--- src/rtl/rof_pkg.sv ---
package rof_pkg;
  localparam int CH_N       = 15;
  localparam int REC_W      = 11;
  localparam int BCN_W      = 12;
  localparam int SUM_W      = 25;
  localparam int HIT_W      = 25;
  localparam int FRAME_LEN  = 67;
  localparam int LANES      = CH_N + 1;
  localparam int LAST_IDX   = FRAME_LEN - 1;
  localparam int SUM_LANE_W = BCN_W + SUM_W + HIT_W;
  localparam int CHAN_W     = CH_N * REC_W;
  localparam int SNAP_W     = CHAN_W + SUM_LANE_W;
  localparam int IDX_W      = $clog2(FRAME_LEN);
endpackage

--- src/rtl/rof_snap_fifo.sv ---
module rof_snap_fifo #(
  parameter int W     = 8,
  parameter int DEPTH = 4
) (
  input  logic         clk,
  input  logic         rst_n,
  input  logic         push_i,
  input  logic [W-1:0] push_data_i,
  input  logic         pop_i,
  output logic [W-1:0] head_o,
  output logic         empty_o,
  output logic         ovf_o
);
  localparam int AW = (DEPTH > 1) ? $clog2(DEPTH) : 1;
  localparam int CW = $clog2(DEPTH + 1);

  logic [W-1:0]  mem [DEPTH];
  logic [AW-1:0] wr_ptr, rd_ptr;
  logic [CW-1:0] cnt;
  logic          full, push_ok, pop_ok;

  assign full    = (cnt == CW'(DEPTH));
  assign empty_o = (cnt == '0);
  assign push_ok = push_i & ~full;
  assign pop_ok  = pop_i & ~empty_o;
  assign head_o  = mem[rd_ptr];

  always_ff @(posedge clk) begin
    if (push_ok) mem[wr_ptr] <= push_data_i;
  end

  always_ff @(posedge clk) begin
    if (!rst_n) begin
      wr_ptr <= '0;
      rd_ptr <= '0;
      cnt    <= '0;
      ovf_o  <= 1'b0;
    end else begin
      ovf_o <= push_i & full;
      if (push_ok) wr_ptr <= (wr_ptr == AW'(DEPTH - 1)) ? '0 : wr_ptr + AW'(1);
      if (pop_ok)  rd_ptr <= (rd_ptr == AW'(DEPTH - 1)) ? '0 : rd_ptr + AW'(1);
      case ({push_ok, pop_ok})
        2'b10:   cnt <= cnt + CW'(1);
        2'b01:   cnt <= cnt - CW'(1);
        default: cnt <= cnt;
      endcase
    end
  end
endmodule

--- src/rtl/rof_frame_seq.sv ---
module rof_frame_seq
  import rof_pkg::*;
#(
  parameter int MIN_FILL = 1
) (
  input  logic             clk,
  input  logic             rst_n,
  input  logic             ready_i,
  input  logic             empty_i,
  output logic             valid_o,
  output logic             in_data_o,
  output logic [IDX_W-1:0] idx_o,
  output logic             hs_o,
  output logic             pop_o
);
  localparam int FW = $clog2(MIN_FILL + 1);

  logic             valid_q, data_q;
  logic [IDX_W-1:0] idx_q;
  logic [FW-1:0]    fill_q;
  logic             at_last, fill_met;

  assign hs_o      = valid_q & ready_i;
  assign at_last   = data_q & (idx_q == IDX_W'(LAST_IDX));
  assign fill_met  = (int'(fill_q) + 1) >= MIN_FILL;
  assign pop_o     = hs_o & at_last;
  assign valid_o   = valid_q;
  assign in_data_o = data_q;
  assign idx_o     = idx_q;

  always_ff @(posedge clk) begin
    if (!rst_n) begin
      valid_q <= 1'b0;
      data_q  <= 1'b0;
      idx_q   <= '0;
      fill_q  <= '0;
    end else begin
      valid_q <= 1'b1;
      if (hs_o) begin
        if (data_q) begin
          if (at_last) begin
            data_q <= 1'b0;
            idx_q  <= '0;
            fill_q <= '0;
          end else begin
            idx_q <= idx_q + IDX_W'(1);
          end
        end else begin
          if (!fill_met) fill_q <= fill_q + FW'(1);
          if (fill_met && !empty_i) begin
            data_q <= 1'b1;
            idx_q  <= '0;
          end
        end
      end
    end
  end
endmodule

--- src/rtl/rof_lane.sv ---
module rof_lane
  import rof_pkg::*;
#(
  parameter int STREAM_W = REC_W
) (
  input  logic                clk,
  input  logic                rst_n,
  input  logic [STREAM_W-1:0] stream_i,
  input  logic [IDX_W-1:0]    idx_i,
  input  logic                in_data_i,
  input  logic                hs_i,
  output logic                bit_o
);
  logic [STREAM_W-1:0] shifted;
  logic                data_bit, at_last, acc_q;

  assign shifted  = stream_i << idx_i;
  assign data_bit = shifted[STREAM_W-1];
  assign at_last  = (idx_i == IDX_W'(LAST_IDX));
  assign bit_o    = in_data_i & (at_last ? ~acc_q : data_bit);

  always_ff @(posedge clk) begin
    if (!rst_n) begin
      acc_q <= 1'b0;
    end else if (hs_i && in_data_i) begin
      acc_q <= at_last ? 1'b0 : (acc_q ^ data_bit);
    end
  end
endmodule

--- src/rtl/rof_readout_fmt.sv ---
module rof_readout_fmt
  import rof_pkg::*;
#(
  parameter int FIFO_DEPTH = 4,
  parameter int MIN_FILL   = 1
) (
  input  logic              clk,
  input  logic              rst_n,
  input  logic              trig_i,
  input  logic [CHAN_W-1:0] snap_chan_i,
  input  logic [BCN_W-1:0]  snap_bcn_i,
  input  logic [SUM_W-1:0]  snap_esum_i,
  input  logic [HIT_W-1:0]  snap_jet_i,
  output logic              out_valid_o,
  input  logic              out_ready_i,
  output logic [LANES-1:0]  out_word_o,
  output logic              out_fill_o,
  output logic              ovf_o
);
  logic [SNAP_W-1:0]     snap_in, head;
  logic [CHAN_W-1:0]     head_chan;
  logic [SUM_LANE_W-1:0] head_sum;
  logic                  empty, pop, hs, in_data;
  logic [IDX_W-1:0]      idx;
  logic [LANES-1:0]      lane_bits;

  assign snap_in   = {snap_chan_i, snap_bcn_i, snap_esum_i, snap_jet_i};
  assign head_chan = head[SNAP_W-1 -: CHAN_W];
  assign head_sum  = head[SUM_LANE_W-1:0];

  rof_snap_fifo #(.W(SNAP_W), .DEPTH(FIFO_DEPTH)) fifo_i (
    .clk(clk), .rst_n(rst_n),
    .push_i(trig_i), .push_data_i(snap_in),
    .pop_i(pop), .head_o(head), .empty_o(empty), .ovf_o(ovf_o)
  );

  rof_frame_seq #(.MIN_FILL(MIN_FILL)) seq_i (
    .clk(clk), .rst_n(rst_n), .ready_i(out_ready_i), .empty_i(empty),
    .valid_o(out_valid_o), .in_data_o(in_data), .idx_o(idx),
    .hs_o(hs), .pop_o(pop)
  );

  for (genvar c = 0; c < CH_N; c++) begin : g_chan
    rof_lane #(.STREAM_W(REC_W)) lane_i (
      .clk(clk), .rst_n(rst_n),
      .stream_i(head_chan[c*REC_W +: REC_W]),
      .idx_i(idx), .in_data_i(in_data), .hs_i(hs),
      .bit_o(lane_bits[c])
    );
  end

  rof_lane #(.STREAM_W(SUM_LANE_W)) sum_lane_i (
    .clk(clk), .rst_n(rst_n), .stream_i(head_sum),
    .idx_i(idx), .in_data_i(in_data), .hs_i(hs),
    .bit_o(lane_bits[LANES-1])
  );

  assign out_word_o = lane_bits;
  assign out_fill_o = ~in_data;
endmodule

--- config.mk ---
export PLATFORM = sky130hd
export DESIGN_NAME = rof_readout_fmt
export DESIGN_NICKNAME = d
export VERILOG_FILES = /design/src/rtl/rof_pkg.sv /design/src/rtl/rof_snap_fifo.sv /design/src/rtl/rof_frame_seq.sv /design/src/rtl/rof_lane.sv /design/src/rtl/rof_readout_fmt.sv
export SDC_FILE = /design/constraint.sdc
export NUM_CORES = 1
export LEC_CHECK = 0
export BUFFER_PORTS_ARGS = -buffer_cell sky130_fd_sc_hd__buf_2
export CORE_ASPECT_RATIO = 1.4
export CORE_MARGIN = 8
export CORE_UTILIZATION = 37
export DETAILED_ROUTE_END_ITERATION = 8
export HOLD_SLACK_MARGIN = 0.08
export PLACE_DENSITY = 0.52
export SYNTH_ARGS = -nofsm -noshare
export SYNTH_HDL_FRONTEND = slang
export SYNTH_HIERARCHICAL = 1
export SYNTH_SLANG_ARGS = --single-unit
--- constraint.sdc ---
create_clock -name clk -period 7.9 [get_ports clk]
set_clock_uncertainty 0.2 [all_clocks]
set_input_delay 0.79 -clock clk [delete_from_list [all_inputs] [get_ports clk]]
set_output_delay 0.79 -clock clk [all_outputs]
set_load 0.005 [all_outputs]
==> flow_summary.yaml <==
pwr:
  max-vdd-ir-drop_mv: 0.191
  leakagePower_nw: 13.8
  p_per_area_nw_per_um2: 243
drt:
  remaining_drc_errors: 0
  vias_per_cell: 5.26
  wl_met1_um: 37100
  drt_pass1_iterations: 5
  routed-wl-met3_um: 5040
  detail-route-antenna-nets: 0
  detailroute.via_count: 19019
  drt_wl_total_um: 90100
  wl_met2_um: 45400
  highest_layer: "met5"
  drt_iter0_drc: 1147
  route.detailed.wl_per_inst_um: 24.9
final_layout:
  drive_above_1_share: 0.318
  net_count_reported_at_finish: 2434
  num-fill-cells: 8832
  multiInputGateArea_um2: 9010
  layout.area.seq_um2: 28000
  layout-area-overhead-vs-synth_pct: 17.6
floorplanning:
  top_level_ports: 250
  die_w_um: 286
  effective_utilization_at_floorplan: 0.373
  chipHeight_um: 394
  std_cell_rows: 138
  floorplan.die_area_um2: 113000
  fp.coreArea_um2: 101000
logic_synthesis:
  yosysWarnings: 6
  postSynth.asyncResetShare: 0
  syn_area_per_cell_um2: 20.9
  mappedNetlistArea_um2: 37800
  post_syn_nets: 2047
  synthFlopType: "edfxtp_1"
  ys_types: 54
  synth_largest_area_cell: "edfxtp_1"
  synth.top_cells.by_area: "edfxtp_1 72%, mux4_2 14%, dfxtp_1 1.9%, mux2i_1 1.7%, inv_1 0.73%"
  synth_common_cells: "908 x edfxtp_1, 235 x mux4_2, 73 x inv_1"
  synth_enable_flop_cells: 908
  ys_seq_area_frac: 0.741
  netlist.area_leader.share: 0.722
  post_synth_inst_count: 1807
  synth_most_common_cell: "edfxtp_1"
  ys_ff_latch: 943
place:
  gp_routability_congestion: 0.695
  detailed_place_hpwl_um: 51500
  placement.io_buffers: 249
  place_ws_ns: 3.37
critical_path:
  path_max_fanout: 50
  path_class: "reg2out"
  cp_data_required_time_ns: 6.91
  critical_path.endpoint_type: "output port"
  cp.arrival_ns: 4.18
  start_kind: "flop"
timing:
  fin_crit_ns: 5.17
  timing.max_slew.rel_slack: 0.172
  layout_setup_ws_ns: 2.73
  timing.final.crit_share: 0.654
  setup_repair_after_global_routing_missed_its_margin: "false"
  achievable-frequency_ghz: 0.193
  worst_slew_pin_slew_ns: 1.24
  final_hold_viol_count: 0
  timing.final.max_slew_violations: 0
  finalSetupViolations: 0
  timing.setup.tns_ns: 0
global_routing:
  globalRouteOverflowTotal: 0
  first_global_vias: 20395
  grt_start_max_net_pins: 151
  antenna_violations_before_repair: 45
  globalRouteTotalUtil: 0.158
  grt_first_pass_wirelength_um: 134000
run:
  cap_violations: 0
clocking:
  cts_tree: "built"
  root_buffer: "clkbuf_16"
  clockBufferDepth: 3
  post-cts-setup-buffers: 0
  clk-insertion-delay-late_ns: 0.66
  cts.repair.resized: 0
  cts_htree_levels: 3
  cts_num_sinks: 943
  clkSlewWorstSetupHoldPaths_ns: 0.06
  cts_inserted_buffers: 92
  hold_buffers: 89
min_path:
  hold_class: "in2reg"
status:
  run_status: "complete, no violations"
-- cells in the final DEF (no fill, tap or decap), types with 18 or more instances in the layout --
cell type	Yosys	final
nor3_1	18	18
dlygate4sd3_1	0	89
clkbuf_16	0	95
nand2_1	47	47
clkbuf_1	6	22
o21ai_0	20	20
nand4b_1	30	30
mux4_2	235	235
inv_1	73	72
a31oi_1	35	35
buf_4	15	22
diode_2	0	19
nand3_1	40	40
buf_2	23	249
edfxtp_1	908	908
mux2i_1	65	65
dfxtp_1	35	25
-- flip-flops by register name, indices dropped and copies added (netlist names), named ones only --
register,count
fifo_i/cnt,3
fifo_i/mem,908
fifo_i/ovf_o,1
fifo_i/rd_ptr,2
fifo_i/wr_ptr,2
g_chan.lane_i/acc_q,15
seq_i/idx_o,7
seq_i/in_data_o,1
seq_i/valid_o,1
sum_lane_i/acc_q,1
-- critical path, cell delays in order, from the launching register on --
cell      delay, ns
dfxtp_4        0.88
buf_4          0.66
mux4_2         0.32
mux2i_1        0.08
a31oi_1        0.23
o211ai_1       0.19
a211oi_1       0.34
a32oi_1        0.13
a21boi_0       0.41
buf_2          0.20
-- worst paths after layout --
path                                                        endpoint  slack (ns)                            startpoint  cells after the start
worst max-delay path                                  out_word_o[15]        2.73                                  flop                      9
worst min register to register  g_chan[12].lane_i/acc_q$_SDFFE_PN0P_        0.29  g_chan[12].lane_i/acc_q$_SDFFE_PN0P_                      2
worst max register to register            fifo_i/cnt[2]$_SDFFE_PN0P_        4.02           seq_i/idx_o[1]$_SDFFE_PN0P_                     13
worst min-delay path                     fifo_i/mem[3][39]$_DFFE_PP_        0.14                       snap_esum_i[14]                      1
-- logic make-up (layout without fill, tap and decap cells) --
logic type	after synthesis	count (layout)	share of synthesized area
AOI/OAI and AO/OA	106	106	0.0219
xor gates and xnor gates	7	7	0.00162
adders and majority gates	9	9	0.00318
buffers and inverters	146	606	0.0209
DFF	943	943	0.741
muxes	332	332	0.168
other	0	19	0
and+or+nand+nor	264	264	0.0432
-- stage by stage --
stage	area (um^2)	instances	power, mW	hold WS, ns	utilization
finish	44400	3616	10.8	0.138	0.439
global route	44400	3603	11.2	0.108	0.438
CTS	44300	3597	11.0	0.0800	0.438
detailed placement	40500	3341	6.53	0.285	0.400
global placement	40500	3341	6.51	0.269	0.400
floorplan	37800	1807	6.31	0.257	-
-- per-layer routing --
layer / up-vias / global-route usage
li1: 8398 / -
met1: 9938 / 0.199
met2: 490 / 0.268
met3: 171 / 0.0361
met4: 22 / 0.0532
met5: - / 0
-- final cells by class --
cell class	instances	share of cell area
Sequential cell	943	0.631
Multi-Input combinational cell	718	0.203
Clock buffer	121	0.0567
Timing Repair Buffer	366	0.0546
Tap cell	1330	0.0375
Clock inverter	46	0.0104
Inverter	73	0.00617
Antenna cell	19	0.00107
-- report_power, final --
part | switching [mW] | total (mW) | internal [mW]
registers | 0.0555 | 5.80 | 5.74
clock network | 1.83 | 4.33 | 2.50
logic | 0.374 | 0.652 | 0.278
total | 2.26 | 10.8 | 8.52
(Power assumes the default switching activity.)
